File: src/rtl/ptp_stamp_pkg.sv
package ptp_stamp_pkg;
  localparam logic [7:0]  LEAD_BYTE  = 8'h55;
  localparam logic [7:0]  DELIM_BYTE = 8'hD5;
  localparam logic [15:0] ET_DIRECT  = 16'h88F7;
  localparam logic [15:0] ET_LABEL   = 16'h8847;
  localparam logic [15:0] ET_V4      = 16'h0800;
  localparam logic [15:0] ET_V6      = 16'h86DD;
  localparam logic [15:0] PORT_EVT   = 16'd319;
  localparam logic [15:0] PORT_GEN   = 16'd320;
  localparam logic [7:0]  PROTO_UDP  = 8'd17;
  localparam int unsigned REC_W      = 128;

  typedef enum logic [3:0] {
    PS_IDLE, PS_MAC, PS_LABEL, PS_IPSEL, PS_V4, PS_V6, PS_UDP, PS_MSG, PS_SKIP
  } parse_st_t;

  function automatic logic [REC_W-1:0] pack_rec(
    input logic [47:0] sec, input logic [31:0] ns, input logic [3:0] typ,
    input logic [11:0] ck, input logic [15:0] seq);
    return {16'h0000, sec, ns, typ, ck, seq};
  endfunction
endpackage

File: src/rtl/ptp_lead_in.sv
module ptp_lead_in
  import ptp_stamp_pkg::*;
#(
  parameter int unsigned LEAD_LEN = 7
) (
  input  logic       clk,
  input  logic       rst_n,
  input  logic [7:0] d,
  input  logic       en,
  output logic       sof,
  output logic       body_vld
);
  localparam int unsigned CW = $clog2(LEAD_LEN + 2);
  localparam logic [CW-1:0] LEAD_MAX = CW'(LEAD_LEN + 1);

  logic [CW-1:0] lead_cnt;
  logic          hunting;
  logic          in_body;

  assign sof      = en && hunting && !in_body && (d == DELIM_BYTE) && (lead_cnt == CW'(LEAD_LEN));
  assign body_vld = en && in_body;

  always_ff @(posedge clk) begin
    if (!rst_n || !en) begin
      lead_cnt <= '0;
      hunting  <= 1'b1;
      in_body  <= 1'b0;
    end else if (hunting && !in_body) begin
      if (d == LEAD_BYTE) begin
        if (lead_cnt != LEAD_MAX) lead_cnt <= lead_cnt + 1'b1;
      end else if (sof) begin
        in_body <= 1'b1;
        hunting <= 1'b0;
      end else begin
        hunting <= 1'b0;
      end
    end
  end

  // the body only opens right after a delimiter byte on the line
  p_body_after_delim_r1: assert property (@(posedge clk) disable iff (!rst_n)
    $rose(in_body) |-> ($past(d) == DELIM_BYTE) && $past(en));
endmodule

File: src/rtl/ptp_pkt_parse.sv
module ptp_pkt_parse
  import ptp_stamp_pkg::*;
(
  input  logic             clk,
  input  logic             rst_n,
  input  logic [7:0]       d,
  input  logic             en,
  input  logic             err,
  input  logic             sof,
  input  logic             body_vld,
  input  logic [47:0]      tod_sec,
  input  logic [31:0]      tod_ns,
  input  logic [15:0]      mask,
  output logic             rec_push,
  output logic [REC_W-1:0] rec_data
);
  parse_st_t   st;
  logic [5:0]  cnt;
  logic [7:0]  hi_b;
  logic [3:0]  ihl;
  logic        bos;
  logic [11:0] ck;
  logic [3:0]  typ;
  logic        err_seen;
  logic [47:0] ts_sec;
  logic [31:0] ts_ns;
  logic [15:0] pair;

  assign pair = {hi_b, d};

  always_ff @(posedge clk) begin
    if (!rst_n) begin
      st       <= PS_IDLE;
      cnt      <= '0;
      hi_b     <= '0;
      ihl      <= '0;
      bos      <= 1'b0;
      ck       <= '0;
      typ      <= '0;
      err_seen <= 1'b0;
      ts_sec   <= '0;
      ts_ns    <= '0;
      rec_push <= 1'b0;
      rec_data <= '0;
    end else begin
      rec_push <= 1'b0;
      if (sof) begin
        ts_sec   <= tod_sec;
        ts_ns    <= tod_ns;
        st       <= PS_MAC;
        cnt      <= '0;
        ck       <= '0;
        err_seen <= err;
      end else if (!en) begin
        st <= PS_IDLE;
      end else if (body_vld) begin
        err_seen <= err_seen | err;
        cnt      <= cnt + 1'b1;
        unique case (st)
          PS_MAC: begin
            if (cnt == 6'd12) hi_b <= d;
            if (cnt == 6'd13) begin
              cnt <= '0;
              if (pair == ET_DIRECT)                      st <= PS_MSG;
              else if (pair == ET_LABEL)                  st <= PS_LABEL;
              else if (pair == ET_V4 || pair == ET_V6)    st <= PS_IPSEL;
              else                                        st <= PS_SKIP;
            end
          end
          PS_LABEL: begin
            if (cnt == 6'd2) bos <= d[0];
            if (cnt == 6'd3) begin
              cnt <= '0;
              if (bos) st <= PS_IPSEL;
            end
          end
          PS_IPSEL: begin
            cnt <= 6'd1;
            if (d[7:4] == 4'd4 && d[3:0] >= 4'd5) begin
              ihl <= d[3:0];
              st  <= PS_V4;
            end else if (d[7:4] == 4'd6) begin
              st <= PS_V6;
            end else begin
              st <= PS_SKIP;
            end
          end
          PS_V4: begin
            if (cnt == 6'd9 && d != PROTO_UDP) st <= PS_SKIP;
            else if (cnt == 6'({ihl, 2'b00} - 6'd1)) begin
              cnt <= '0;
              st  <= PS_UDP;
            end
          end
          PS_V6: begin
            if (cnt == 6'd6 && d != PROTO_UDP) st <= PS_SKIP;
            else if (cnt == 6'd39) begin
              cnt <= '0;
              st  <= PS_UDP;
            end
          end
          PS_UDP: begin
            if (cnt == 6'd2 || cnt == 6'd6) hi_b <= d;
            if (cnt == 6'd3 && pair != PORT_EVT && pair != PORT_GEN) st <= PS_SKIP;
            if (cnt == 6'd7) begin
              ck  <= pair[11:0];
              cnt <= '0;
              st  <= PS_MSG;
            end
          end
          PS_MSG: begin
            if (cnt == 6'd0)  typ  <= d[3:0];
            if (cnt == 6'd30) hi_b <= d;
            if (cnt == 6'd31) begin
              st <= PS_SKIP;
              if (mask[typ] && !err_seen && !err) begin
                rec_push <= 1'b1;
                rec_data <= pack_rec(ts_sec, ts_ns, typ, ck, pair);
              end
            end
          end
          default: ;
        endcase
      end
    end
  end

  // a record only appears for a type enabled in the mask one cycle earlier
  p_push_masked_r7: assert property (@(posedge clk) disable iff (!rst_n)
    rec_push |-> (($past(mask) & (16'h1 << rec_data[31:28])) != 16'h0));
  // the last sequence byte carried no line error
  p_push_clean_r9: assert property (@(posedge clk) disable iff (!rst_n)
    rec_push |-> !$past(err) && $past(en));
  // the captured time holds steady for the whole frame body
  p_ts_hold_r2: assert property (@(posedge clk) disable iff (!rst_n)
    (body_vld && !sof) |=> $stable(ts_ns) && $stable(ts_sec));
endmodule

File: src/rtl/ptp_rec_queue.sv
module ptp_rec_queue #(
  parameter int unsigned W     = 128,
  parameter int unsigned DEPTH = 4
) (
  input  logic         clk,
  input  logic         rst_n,
  input  logic         push,
  input  logic [W-1:0] push_data,
  output logic         out_valid,
  input  logic         out_ready,
  output logic [W-1:0] out_data,
  output logic         ovf
);
  localparam int unsigned AW = (DEPTH > 1) ? $clog2(DEPTH) : 1;
  localparam int unsigned CW = $clog2(DEPTH + 1);

  logic [W-1:0]  mem [DEPTH];
  logic [AW-1:0] wp, rp;
  logic [CW-1:0] fill;
  logic          full, do_push, do_pop;

  function automatic logic [AW-1:0] step(input logic [AW-1:0] p);
    return (p == AW'(DEPTH - 1)) ? '0 : p + 1'b1;
  endfunction

  assign full      = (fill == CW'(DEPTH));
  assign do_push   = push && !full;
  assign out_valid = (fill != '0);
  assign do_pop    = out_valid && out_ready;
  assign out_data  = mem[rp];

  always_ff @(posedge clk) begin
    if (!rst_n) begin
      wp   <= '0;
      rp   <= '0;
      fill <= '0;
      ovf  <= 1'b0;
    end else begin
      if (do_push) wp <= step(wp);
      if (do_pop)  rp <= step(rp);
      fill <= fill + CW'(do_push) - CW'(do_pop);
      if (push && full) ovf <= 1'b1;
    end
  end

  always_ff @(posedge clk) begin
    if (do_push) mem[wp] <= push_data;
  end

  // a stalled head record neither vanishes nor changes
  p_hold_head_r10: assert property (@(posedge clk) disable iff (!rst_n)
    (out_valid && !out_ready) |=> out_valid && $stable(out_data));
  // a push into a full queue leaves the overflow flag set
  p_drop_flags_r11: assert property (@(posedge clk) disable iff (!rst_n)
    (push && full) |=> ovf);
  // overflow is sticky
  p_ovf_sticky_r11: assert property (@(posedge clk) disable iff (!rst_n)
    ovf |=> ovf);
  // occupancy never exceeds the depth
  p_no_overflow_r11: assert property (@(posedge clk) disable iff (!rst_n)
    fill <= CW'(DEPTH));
endmodule

File: src/rtl/ptp_evt_stamper.sv
module ptp_evt_stamper
  import ptp_stamp_pkg::*;
#(
  parameter int unsigned DEPTH    = 4,
  parameter int unsigned LEAD_LEN = 7
) (
  input  logic         clk,
  input  logic         rst_n,
  input  logic [7:0]   gm_data,
  input  logic         gm_en,
  input  logic         gm_err,
  input  logic [47:0]  tod_sec,
  input  logic [31:0]  tod_ns,
  input  logic [15:0]  type_mask,
  output logic         rec_valid,
  input  logic         rec_ready,
  output logic [127:0] rec_data,
  output logic         ovf_flag
);
  logic             sof, body_vld, push;
  logic [REC_W-1:0] push_rec;

  ptp_lead_in #(.LEAD_LEN(LEAD_LEN)) u_lead (
    .clk(clk), .rst_n(rst_n), .d(gm_data), .en(gm_en),
    .sof(sof), .body_vld(body_vld)
  );

  ptp_pkt_parse u_parse (
    .clk(clk), .rst_n(rst_n), .d(gm_data), .en(gm_en), .err(gm_err),
    .sof(sof), .body_vld(body_vld), .tod_sec(tod_sec), .tod_ns(tod_ns),
    .mask(type_mask), .rec_push(push), .rec_data(push_rec)
  );

  ptp_rec_queue #(.W(REC_W), .DEPTH(DEPTH)) u_queue (
    .clk(clk), .rst_n(rst_n), .push(push), .push_data(push_rec),
    .out_valid(rec_valid), .out_ready(rec_ready), .out_data(rec_data),
    .ovf(ovf_flag)
  );

  // nothing is offered in the cycle after reset
  p_reset_empty_r12: assert property (@(posedge clk)
    $past(!rst_n) |-> !rec_valid && !ovf_flag);
endmodule

File: config.mk
export PLATFORM = sky130hd
export DESIGN_NAME = ptp_evt_stamper
export DESIGN_NICKNAME = d
export VERILOG_FILES = /design/src/rtl/ptp_stamp_pkg.sv /design/src/rtl/ptp_lead_in.sv /design/src/rtl/ptp_pkt_parse.sv /design/src/rtl/ptp_rec_queue.sv /design/src/rtl/ptp_evt_stamper.sv
export SDC_FILE = /design/constraint.sdc
export NUM_CORES = 1
export LEC_CHECK = 0
export BUFFER_PORTS_ARGS = -buffer_cell sky130_fd_sc_hd__buf_2
export CELL_PAD_IN_SITES_DETAIL_PLACEMENT = 1
export CELL_PAD_IN_SITES_GLOBAL_PLACEMENT = 2
export CORE_MARGIN = 4
export CORE_UTILIZATION = 35
export DETAILED_ROUTE_END_ITERATION = 10
export PLACE_DENSITY = 0.7
export SLEW_MARGIN = 5
export SYNTH_ARGS = -nofsm -noshare
export SYNTH_HDL_FRONTEND = slang
export SYNTH_HIERARCHICAL = 1
export SYNTH_SLANG_ARGS = --single-unit
File: constraint.sdc
create_clock -name clk -period 8.9 [get_ports clk]
set_input_delay 0.89 -clock clk [delete_from_list [all_inputs] [get_ports clk]]
set_output_delay 0.89 -clock clk [all_outputs]
set_load 0.02 [all_outputs]
== Yosys cells after proc, flatten, opt, wreduce, memory -nomap -nowiden ==
Memory sizes are Yosys's and may differ from the RTL's. A register that Yosys moved wholly into a read port is not among the register bits.
Index checks and enable logic that the tools add are counted.
Operators by class
  add/sub/neg operators: 7
  multiply operators: 0
  div/mod/pow operators: 0
  order comparisons: 2
  equality and inequality tests: 53
  shift-type cells: 0
  muxes and demuxes: 43
  bitwise operators: 8
  reductions and logical operators: 47
Operator list (count)
  two-way mux 4 bit: 15
  == test 16 bit (second input constant): 3
  two-way mux 6 bit: 7
  case mux 6 bit (6 select lines): 1
  != test 16 x 9 -> 1 bit (second input constant): 2
  == test 4 x 3 -> 1 bit (second input constant): 7
  case mux 4 bit (7 select lines): 1
  two-way mux 8 bit: 3
  case mux 8 bit (3 select lines): 1
  == test 6 x 4 -> 1 bit (second input constant): 3
  AND reduction 9 bit: 2
  == test 16 x 12 -> 1 bit (second input constant): 1
  logical AND 1 bit: 16
  != test 4 x 3 -> 1 bit (second input constant): 4
  != test 5 x 3 -> 1 bit (second input constant): 3
  AND reduction 5 bit: 3
  != test 2 x 1 -> 1 bit (second input constant): 7
  == test 6 x 2 -> 1 bit (second input constant): 2
  == test 6 x 3 -> 1 bit (second input constant): 2
  == test 6 x 5 -> 1 bit (second input constant): 2
  != test 3 x 1 -> 1 bit (second input constant): 4
  two-way mux 1 bit: 10
  != test 9 x 1 -> 1 bit (second input constant): 1
  == test 4 x 2 -> 1 bit (second input constant): 2
  other kinds (35): 58
Word-level totals
  bits in registers: 247
  latch bits: 0
  RAM bits: 448
  ROM bits: 0
  bits of input ports: 109
  output and inout bits: 130
  word-level logic and storage cells: 181
  memories kept: 1
Memories
  u_queue.mem: words 4, width 112, rd ports 1, clocked after memory_dff 1, wr ports 1, RTL line ptp_rec_queue.sv:17  | logic [W-1:0] mem [DEPTH];

== Depth between registers and ports, before layout ==
Gate-level depths: netlist (run 1).
  word-level depth: 10
  depth in mapped cells: 12
  depth with buffers taken out: 9

== Hierarchy ==
Netlist (run 1), hierarchy kept.
By module, submodules not included
  ptp_rec_queue: times used 1, cells an instance 723, area each 19100.8 µm², sequential area each 15574.9 µm²
  ptp_pkt_parse: times used 1, cells an instance 1083, area each 9371.5 µm², sequential area each 4664.5 µm²
  ptp_lead_in: times used 1, cells an instance 41, area each 434.2 µm², sequential area each 120.1 µm²

== Worst setup path before layout (run 1) ==
OpenSTA, ideal clock, no wires.
  kind: register -> register
  start point: reg u_queue.fill[2]
  end point: mem u_queue/mem[0][0] (netlist name) (enable)
  library setup time: 503 ps
  data arrival time: 3744 ps
  data required time: 8397 ps
  path slack: 4653 ps
  cell stages (with the launch flop): 5
  buffers on the path: 1
  period minus slack after synthesis: 4247 ps
  cell sequence: dfxtp_1 nor3b_2 nor2b_1 buf_2 and2_1
On the way
  longest elaborated chain between the ends: 5
Ends and longest elaborated chain
  start: declaration: RTL line ptp_rec_queue.sv:19  | logic [CW-1:0] fill;
  start signal: assignment: RTL line ptp_rec_queue.sv:41  | fill <= fill + CW'(do_push) - CW'(do_pop);
  == test 3 bit: RTL line ptp_rec_queue.sv:26  | assign full = (fill == CW'(DEPTH));
  logical NOT 1 bit: RTL line ptp_rec_queue.sv:27  | assign do_push = push && !full;
  logical AND 1 bit: RTL line ptp_rec_queue.sv:27
  two-way mux 1 bit: RTL line ptp_rec_queue.sv:47  | if (do_push) mem[wp] <= push_data;
  two-way mux 1 bit (implied by the code): RTL line ptp_rec_queue.sv:47
  end: declaration: RTL line ptp_rec_queue.sv:17
Every way passes these cells.

==> out/metrics.cfg, run 1 <==
[global_routing]
grt_pass1_vias=17400
grt_first_pass_wirelength_um=106000
track_usage=0.160
met1_usage=0.201
busiest_layer=met2
overflow=0
grtUsageMet2=0.280
antenna_found_initial=4
grtUsageMet3=0.0311
grt_max_degree=91

[layout]
final_util=0.408
drive_gt1_frac=0.249
final-seq-area_um2=20400
n_fill_cell=8334
area_growth_pct=15.8
multi_input_area_um2=7710
nets=2199

[detailed_routing]
drtAntennaViolNets=0
drtPass1Iterations=6
routed_via_density=4.98
drtIter0Drc=770
vias=16000
drc=0
routedWlPerCell_um=21.7
drt-total-wl_um=70000

[critical_path]
reg2reg_from=u_queue/fill[2]$_SDFF_PN0_
cp.arrival_ns=3.09
critPathBufInv=2
worstSetupPathType=reg2out
critical-path-slowest-cell=dfxtp_4
startpoint_type=register
crit_chain=buf_4 -> mux4_2 -> buf_2
worstSetupEndpointType=primary output
worstPathRequired_ns=8.01
crit_fanout=35
critical_path.top_delay_family=buffers and inverters
slowest_delay_ns=0.88

[clock_tree]
path_clk_slew_ns=0.06
clk_path_buf_depth=3
cts_tree=done
cts_made_buffers=82
cts_sinks=761
ctsResizeCount=0
insertion_delay_ns=0.63
cts_root_buffer=clkbuf_16
hold_buffers=0
cts-htree-levels=3
post_cts_buffers=0

[synthesis]
synth.avg_cell_area_um2=15.7
ys_seq_elements=761
yosysTopAreaCell=edfxtp_1
synth_edf_count=512
yosys_warnings=6
synth-main-ff-cell=edfxtp_1
syn_area_um2=28900
async_reset_ff_frac=0
synth_top_area_share=0.532
netlist_instances=1847
yosys-top-cells-area=edfxtp_1 (53%), dfxtp_1 (17%), mux4_2 (10%), mux2i_1 (3.6%), nand2_1 (3.4%)
yosysSeqAreaShare=0.704
post_synth_num_cell_types=66

[sta]
tightest_slew_ns=1.10
rsz0062_at_grt=false
final.min_clock_period_ns=3.98
relSlewSlack=0.266
finalHoldViolCount=0
setup_viol_count_final=0
fmax_mhz=251
tns_ns=0
clock_skew_ns=0.0331
maxSlewViolCount=0
timing.final.crit_share=0.447

[place]
gp_congestion=0.802
port_buffers=238
dpl.hpwl_um=41600

[floorplanning]
initial_utilization=0.353
num_io_pins=239
fp.dieArea_um2=87300
coreArea_um2=82000
placementRows=105
die_x_um=295
die_h_um=295

[power]
ir_worst_vdd_v=0.000148
power_leakage_nw=9.55
power.total_w=0.00758
power.density_nw_per_um2=226

[outcome]
status=finished, final reports clean

[worst_hold_path]
hold_start=u_parse/ck[3]$_SDFFE_PP0P_
min_path_type=reg2reg

[flow_run]
cap_viol_max_count=0

## kinds of logic (layout without fill, tap and decap cells)
logic type,count (synthesis),in the layout,synth area share
flip-flops,761,761,0.704
AND/OR/NAND/NOR,493,493,0.0779
multiplexers,237,237,0.140
AO/OA/AOI/OAI,185,185,0.0361
buffers and inverters,143,427,0.0317
adder cells (fa/ha/maj),14,14,0.00632
XOR/XNOR,13,13,0.00394
other,1,18,0.000130
## path summary, 6_finish.rpt
| path | to | slack [ns] | depth (start not counted) |
|---|---|---|---|
| setup / recovery | rec_data[87] | 4.92 | 3 |
| hold / removal | u_parse/rec_data[19]$_SDFFE_PN0P_ | 0.45 | 2 |
| setup reg to reg | u_queue/mem[2][114]$_DFFE_PP_ | 5.14 | 5 |
| hold reg to reg | u_parse/rec_data[19]$_SDFFE_PN0P_ | 0.45 | 2 |
## synth_stat cells (8+ instances only)
cell type,instances
ha_1,13
edfxtp_1,512
o21ai_0,16
buf_12,10
buf_6,13
mux2i_1,104
nor2_1,122
dfxtp_1,249
buf_2,21
a21oi_1,139
nand2_1,264
nand3_1,24
mux4_2,133
xnor2_1,8
and2_1,11
inv_1,13
buf_4,25
clkbuf_1,54
## per-layer routing
| layer | vias to the layer above | share of wire |
|---|---|---|
| met1 | 8278 | 0.42 |
| met2 | 317 | 0.51 |
| met5 | - | 0 |
| met3 | 86 | 0.045 |
| met4 | 0 | 0.022 |
| li1 | 7341 | - |
## area by class of cell
type | count | share of cell area
sequential | 761 | 0.608
multi-input combinational | 958 | 0.230
clock buffer | 124 | 0.0696
timing repair buffer | 260 | 0.0409
tap | 1070 | 0.0400
clock inverter | 30 | 0.00905
inverter | 13 | 0.00161
antenna | 2 | 0.000150
## registers in the layout, summed over array words and instances, names as in the netlist, 3 cells and up, named ones only
signal,flops
u_parse/rec_data,112
u_lead/lead_cnt,4
u_parse/hi_b,8
u_parse/typ,4
u_parse/ihl,4
u_queue/mem,512
u_parse/ts_sec,48
u_parse/cnt,6
u_queue/fill,3
u_parse/st,4
u_parse/ts_ns,32
u_parse/ck,12
## power by group
part / switching (W) / leakage (nW) / internal (W)
Sequential: 0.0000575 / 5.67 / 0.00374
Combinational: 0.000263 / 2.61 / 0.000225
Clock: 0.00138 / 1.28 / 0.00191
## layout by cell type, fill, tap and decap left out, types with 7 or more instances in the layout
cell       netlist  final
a21oi_1        139    139
and2_1          11      7
buf_2           21    238
buf_4           25     21
clkbuf_1        54     30
clkbuf_16        0     82
clkbuf_8         0     12
clkinv_2         0     10
conb_1           1     16
dfxtp_1        249    247
edfxtp_1       512    512
ha_1            13     13
inv_1           13     12
mux2i_1        104    104
mux4_2         133    133
nand2_1        264    264
nand3_1         24     24
nand4_1          7      7
nor2_1         122    122
nor3_1           7      7
o21ai_0         16     16
xnor2_1          8      8
## through the flow
step,worst slack (ns),cells,area (um^2),hold WS (ns)
final,4.92,3218,33500,0.450
after CTS,4.74,3216,33500,0.449
after detailed placement,4.75,3062,30800,0.450
after floorplan,4.65,1862,29000,0.436
after global routing,4.64,3217,33500,0.478
after global placement,4.83,3062,30800,0.441
## worst min-delay path, delay by kind of cell, from the launching register on
kind	cells	cell delay, ns
simple gates	1	0.05
compound gates	1	0.05
flops	1	0.31
No activity file was read; power rests on OpenSTA's default activity.
==> inputs of run 2 (changes only) <==
--- a/config.mk
+++ b/config.mk
@@ -5,13 +5,14 @@
 export SDC_FILE = /design/constraint.sdc
 export NUM_CORES = 1
 export LEC_CHECK = 0
+export ABC_AREA = 1
 export BUFFER_PORTS_ARGS = -buffer_cell sky130_fd_sc_hd__buf_2
 export CELL_PAD_IN_SITES_DETAIL_PLACEMENT = 1
 export CELL_PAD_IN_SITES_GLOBAL_PLACEMENT = 2
 export CORE_MARGIN = 4
 export CORE_UTILIZATION = 35
 export DETAILED_ROUTE_END_ITERATION = 10
-export PLACE_DENSITY = 0.7
+export PLACE_DENSITY = 0.76
 export SLEW_MARGIN = 5
 export SYNTH_ARGS = -nofsm -noshare
 export SYNTH_HDL_FRONTEND = slang
==> constraint.sdc (replaced) <==
create_clock -name clk -period 4.16 [get_ports clk]
set_input_delay 0.416 -clock clk [delete_from_list [all_inputs] [get_ports clk]]
set_output_delay 0.416 -clock clk [all_outputs]
set_load 0.02 [all_outputs]
==> run 2 against run 1 <==
Net effect:
- flip-flop and latch count did not move
- synthesized cell count rose by 56%
- utilization up 1.0 points
- wire length is 20% higher
- die area is 4.1% higher
- via count rose by 32%
- worst hold slack lost 0.42 ns
- first-iteration DRC count up 46%
- setup slack got worse by 4.1 ns
- area after synthesis grew 4.3%
- largest power group unchanged
==> out/metrics.cfg, run 2 <==
[layout]
diodes=0  ; -2
postLayoutCellArea_um2=35700  ; +6.6%
n_fill_cell=9400  ; +13%
area_growth_pct=18.4
largestRegisters=u_queue/mem: 512 flops, u_parse/rec_data: 112 flops, u_parse/ts_sec: 48 flops
largest_register_ffs=512  ; unchanged
nets=3241  ; +47%
final_cell_mix=nor2_1 (729), edfxtp_1 (512), nand2_1 (358), o21ai_0 (273), dfxtp_1 (247)
mostFrequentLayoutCell=nor2_1
drive_gt1_frac=0.154  ; -0.0951
instances_no_fill=4335  ; +35%
top_register=u_queue/mem

[global_routing]
track_usage=0.183  ; +0.0236
grt_pass1_vias=22500  ; +30%
met1_usage=0.232  ; +0.0309
grtUsageMet3=0.0266  ; -0.00446
grt_first_pass_wirelength_um=130000  ; +22%
antenna_found_initial=0  ; -4
grt_max_degree=202  ; +120%
busiest_layer=met2
overflow=0  ; unchanged
grtUsageMet2=0.323  ; +0.0425

[clock_tree]
path_clk_slew_ns=0.06  ; about the same
hold_buffers=35  ; +35
clk_path_buf_depth=3  ; unchanged
cts_made_buffers=86  ; +4.9%
cts_tree=done
cts-htree-levels=3  ; unchanged
ctsResizeCount=0  ; unchanged
insertion_delay_ns=0.63  ; about the same
cts_root_buffer=clkbuf_16
cts_sinks=761  ; unchanged
post_cts_buffers=0  ; unchanged

[sta]
tightest_slew_ns=1.29  ; +0.185 ns
maxSlewViolCount=0  ; unchanged
clock_skew_ns=0.0300  ; -0.00310 ns
rsz0062_at_grt=false
final.min_clock_period_ns=3.37
timing.final.crit_share=0.810
relSlewSlack=0.143  ; -0.123
fmax_mhz=297
setup_viol_count_final=0  ; unchanged
finalHoldViolCount=0  ; unchanged
timing.hold.ws_ns=0.0297  ; -0.420 ns
tns_ns=0  ; unchanged

[detailed_routing]
routedWlPerCell_um=19.4  ; -11%
vias=21100  ; +32%
drc=0  ; unchanged
routed_via_density=4.87  ; -2.3%
drt-total-wl_um=83900  ; +20%
drtIter0Drc=1123  ; +46%
drtPass1Iterations=5  ; -1
drtAntennaViolNets=0  ; unchanged

[critical_path]
reg2reg_from=u_parse/typ[0]$_SDFFE_PN0P_
critPathCapture=rec_data[65]
slowest_delay_ns=0.59  ; -0.29 ns
crit_chain=inv_8 -> buf_4 -> nor2_1 -> o22ai_1 -> buf_2
reg2reg_depth=10  ; +5
worstSetupPathType=reg2out
crit_fanout=176  ; +400%
critPathBufInv=3  ; +1
startpoint_type=register
r2r_setup_slack_ns=1.45  ; -3.69 ns
timing.rr.end=u_parse/rec_data[67]$_SDFFE_PN0P_
worstPathRequired_ns=3.74  ; -4.27 ns
worstSetupEndpointType=primary output
critical-path-slowest-cell=inv_8
cp.arrival_ns=2.95  ; -0.14 ns
critical_path.top_delay_family=buffers and inverters
crit_cells=5  ; +2

[power]
ir_worst_vdd_v=0.000371  ; +150%
power.total_w=0.0201  ; +160%
power.density_nw_per_um2=562  ; +150%
power_leakage_nw=14.3  ; +50%

[synthesis]
yosys-top-cells-area=edfxtp_1 (51%), dfxtp_1 (17%), nor2_1 (9.1%), o21ai_0 (4.5%), nand2_1 (4.5%)
post_synth_num_cell_types=36  ; -45%
yosys_warnings=6  ; unchanged
async_reset_ff_frac=0  ; unchanged
yosys.cell_count.top_type=nor2_1
synth_top_area_share=0.510  ; -0.0217
yosysSeqAreaShare=0.676  ; -0.0287
ys_top_cells_by_count=nor2_1 (733), edfxtp_1 (512), nand2_1 (358), o21ai_0 (273), dfxtp_1 (249)
yosysTopAreaCell=edfxtp_1
netlist_instances=2882  ; +56%
syn_area_um2=30100  ; +4.3%
synth.avg_cell_area_um2=10.5  ; -33%
ys_seq_elements=761  ; unchanged
synth-main-ff-cell=edfxtp_1
synth_edf_count=512  ; unchanged

[place]
gp_congestion=0.820  ; +2.2%
port_buffers=238  ; unchanged
dp.cells=4139  ; +35%
dpl_cell_area_um2=32400  ; +5.0%
dpl.hpwl_um=50300  ; +21%

[worst_hold_path]
hold_start=tod_ns[18]
min_path_type=in2reg

[outcome]
status=finished, final reports clean

[floorplanning]
coreArea_um2=85300  ; +4.0%
num_io_pins=239  ; unchanged
initial_utilization=0.353  ; +0.000770
fp.dieArea_um2=90900  ; +4.1%
placementRows=107  ; +1.9%
die_x_um=301  ; +2.0%
die_h_um=301  ; +2.0%

[flow_run]
cap_viol_max_count=0  ; unchanged

==> run 2: how the worst min path moves through the flow <==
stage | cells after the start | endpoint
floorplan | 2 | u_lead/hunting$_SDFFE_PP1P_
global placement | 2 | u_lead/hunting$_SDFFE_PP1P_
detailed placement | 1 | u_queue/ovf$_SDFFE_PN0P_
CTS | 3 | u_parse/ts_ns[9]$_SDFFE_PN0P_
global route | 3 | u_parse/ts_sec[44]$_SDFFE_PN0P_
finish | 3 | u_parse/ts_ns[18]$_SDFFE_PN0P_
==> run 2: final cells by class <==
type / instances / area (um^2) / share of cell area
clock buffers: 117 / 2440 / 0.0684
repair buffers: 309 / 2070 / 0.0579
flip-flops and latches: 761 / 20400 / 0.571
inverters: 202 / 771 / 0.0216
well taps: 1144 / 1430 / 0.0401
multi-input cells: 1758 / 8090 / 0.227
clock inverters: 44 / 531 / 0.0149
==> run 2: cell families (layout without fill, tap and decap cells) <==
kind of cell | Yosys count | in the layout | share of synthesized area
buf+inv | 378 | 672 | 0.0592
compound gates | 558 | 558 | 0.107
fa+ha+maj | 14 | 14 | 0.00606
flops | 761 | 761 | 0.676
simple gates | 1163 | 1163 | 0.150
other cells | 1 | 16 | 0.000124
xor+xnor | 7 | 7 | 0.00203
==> run 2: tightest hold or removal path, delay by kind of cell <==
kind	cells	cell delay (ns)
buffers and inverters	1	0.08
and+or+nand+nor	2	0.13
==> run 2: stage by stage <==
stage                     setup WS (ns)   util
after detailed placement           1.40  0.380
after global routing              0.647  0.419
final                             0.790  0.419
after CTS                         0.704  0.419
after global placement             1.44  0.380
after floorplan                  -0.399      -
==> run 2: per-layer routing <==
layer  wire [um]  part of all wire
met3        3010             0.036
met4        2310             0.027
met1       36600              0.44
met5           0                 0
met2       42000              0.50
==> run 2: power by group <==
group	internal, W	total [W]	switching [W]
Combinational	0.00119	0.00420	0.00301
Clock	0.00471	0.00781	0.00310
Sequential	0.00802	0.00806	0.0000405
Total	0.0139	0.0201	0.00615
==> inputs of run 3 (changes only) <==
--- a/config.mk
+++ b/config.mk
@@ -5,14 +5,14 @@
 export SDC_FILE = /design/constraint.sdc
 export NUM_CORES = 1
 export LEC_CHECK = 0
-export ABC_AREA = 1
+export ABC_AREA = 0
 export BUFFER_PORTS_ARGS = -buffer_cell sky130_fd_sc_hd__buf_2
 export CELL_PAD_IN_SITES_DETAIL_PLACEMENT = 1
 export CELL_PAD_IN_SITES_GLOBAL_PLACEMENT = 2
 export CORE_MARGIN = 4
 export CORE_UTILIZATION = 35
 export DETAILED_ROUTE_END_ITERATION = 10
-export PLACE_DENSITY = 0.76
+export PLACE_DENSITY = 0.72
 export SLEW_MARGIN = 5
 export SYNTH_ARGS = -nofsm -noshare
 export SYNTH_HDL_FRONTEND = slang
==> constraint.sdc (replaced) <==
create_clock -name clk -period 3.01 [get_ports clk]
set_input_delay 0.301 -clock clk [delete_from_list [all_inputs] [get_ports clk]]
set_output_delay 0.301 -clock clk [all_outputs]
set_load 0.02 [all_outputs]
==> run 3 against run 2 <==
Net effect:
- largest power group unchanged
- clock skew decreased by 0.0010 ns
- critical path depth is 2 lower
- final area is 1.3% lower
- count of clock-buffer cells in the layout decreased by 4
- register-to-register slack worse by 1.1 ns
- largest cell class unchanged
- sequential share of layout area is 0.78 points higher
- worst hold slack better by 0.060 ns
==> out/metrics.cfg, run 3 (synthesized netlist as in run 1, its figures left out) <==
[place]
dpl.hpwl_um=44900  ; -11%
pre_cts_slack_ns=0.375  ; -1.02 ns
dpl_cell_area_um2=31500  ; -2.8%
port_buffers=238  ; unchanged
gp_congestion=0.795  ; -3.0%

[sta]
timing.hold.ws_ns=0.0902  ; +0.0605 ns
tns_ns=0  ; unchanged
rsz0062_at_grt=false
timing.final.crit_share=0.931
tightest_slew_ns=0.842  ; -0.444 ns
finalHoldViolCount=0  ; unchanged
worst_slack_ns=0.209  ; -0.581 ns
final.min_clock_period_ns=2.80
relSlewSlack=0.424  ; +0.281
maxSlewViolCount=0  ; unchanged
setup_viol_count_final=0  ; unchanged
clock_skew_ns=0.0290  ; -0.00102 ns
fmax_mhz=357

[critical_path]
worstPathRequired_ns=2.71  ; -1.03 ns
startpoint_type=register
crit_fanout=40  ; -77%
critical_path.top_delay_family=flip-flops
worstSetupPathType=reg2out
slowest_delay_ns=0.62  ; +0.03 ns
r2r_setup_slack_ns=0.34  ; -1.11 ns
critical-path-slowest-cell=dfxtp_4
crit_chain=buf_12 -> mux4_2 -> buf_2
critPathBufInv=2  ; -1
cp.arrival_ns=2.50  ; -0.45 ns
worstSetupEndpointType=primary output

[global_routing]
overflow=0  ; unchanged
grtUsageMet3=0.0252  ; -0.00147
grtUsageMet2=0.297  ; -0.0259
track_usage=0.165  ; -0.0187
grt_pass1_vias=18100  ; -20%
antenna_found_initial=1  ; +1
met1_usage=0.207  ; -0.0252
grt_first_pass_wirelength_um=110000  ; -15%
busiest_layer=met2
grt_max_degree=63  ; -69%

[power]
ir_worst_vdd_v=0.000425  ; +14%
power.density_nw_per_um2=664  ; +18%
power_leakage_nw=10.4  ; -28%

[layout]
final-seq-area_um2=20400  ; unchanged
diodes=0  ; unchanged
nets=2325  ; -28%
final_util=0.430  ; +0.0110
final_cell_mix=edfxtp_1 (512), nand2_1 (264), dfxtp_1 (247), buf_2 (238), a21oi_1 (139)
drive_gt1_frac=0.262  ; +0.108
largestRegisters=u_queue/mem: 512 flops, u_parse/rec_data: 112 flops, u_parse/ts_sec: 48 flops
mostFrequentLayoutCell=edfxtp_1
multi_input_area_um2=7710  ; -4.7%
largest_register_ffs=512  ; unchanged
n_fill_cell=8223  ; -13%
area_growth_pct=21.8
top_register=u_queue/mem
postLayoutCellArea_um2=35200  ; -1.3%

[detailed_routing]
drtAntennaViolNets=0  ; unchanged
drt-total-wl_um=71600  ; -15%
drc=0  ; unchanged
drtPass1Iterations=5  ; unchanged
routedWlPerCell_um=21.4  ; +11%
routed_via_density=4.96  ; +2.0%
drtIter0Drc=963  ; -14%
vias=16600  ; -21%

[clock_tree]
insertion_delay_ns=0.63  ; about the same
cts-htree-levels=3  ; unchanged
path_clk_slew_ns=0.06  ; about the same
cts_root_buffer=clkbuf_16
ctsResizeCount=0  ; unchanged
cts_made_buffers=83  ; -3.5%
cts_sinks=761  ; unchanged
clk_path_buf_depth=3  ; unchanged
cts_tree=done

[floorplanning]
die_h_um=295  ; -2.0%
initial_utilization=0.353  ; -0.000770
die_x_um=295  ; -2.0%
fp.dieArea_um2=87300  ; -4.0%
num_io_pins=239  ; unchanged
placementRows=105  ; -1.9%
coreArea_um2=82000  ; -3.9%

[worst_hold_path]
min_path_type=in2reg

[flow_run]
cap_viol_max_count=0  ; unchanged

[outcome]
status=finished, final reports clean

==> run 3: worst paths after layout <==
path / endpoint / cells past startpoint / startpoint
worst max-delay path: rec_data[91] / 3 / register
worst min-delay path: u_parse/ck[7]$_SDFFE_PP0P_ / 3 / gm_data[7]
worst max register to register: u_parse/cnt[0]$_SDFFE_PP0P_ / 8 / u_parse/cnt[1]$_SDFFE_PP0P_
worst min register to register: u_parse/rec_data[24]$_SDFFE_PN0P_ / 2 / u_parse/ck[8]$_SDFFE_PP0P_
==> run 3: through the flow <==
step,power (W),std cells
after floorplan,0.0127,1862
after global placement,0.0130,3104
after detailed placement,0.0131,3104
after CTS,0.0238,3342
after global routing,0.0244,3342
final,0.0234,3342
==> run 3: metal layers <==
layer | routed length, um | up-vias
met5 | 13 | -
met1 | 30000 | 8634
li1 | - | 7589
met3 | 2660 | 85
met2 | 37600 | 271
met4 | 1320 | 2
==> run 3: tightest hold or removal path, cell delays in order <==
cell and delay, ns:
buf_2 0.19, nand3_1 0.11, a21oi_1 0.07
==> run 3: cell type report <==
class | count | area share
clock buffers | 113 | 0.0673
well taps | 1070 | 0.0380
flip-flops and latches | 761 | 0.578
inverters | 13 | 0.00153
repair buffers | 385 | 0.0807
multi-input cells | 958 | 0.219
clock inverters | 42 | 0.0153
==> run 3: where the power goes <==
part	leakage, nW	switching [W]	internal (W)
registers	5.67	0.000113	0.0111
clock network	1.43	0.00424	0.00629
logic	3.26	0.000888	0.000791
total	10.4	0.00524	0.0182
==> run 3: repair_timing <==
item,4_1_cts,5_1_grt
hold buffers,83,0
endpoints found under the setup margin,0,0
setup buffers,0,0
endpoints found under the hold margin,85,0
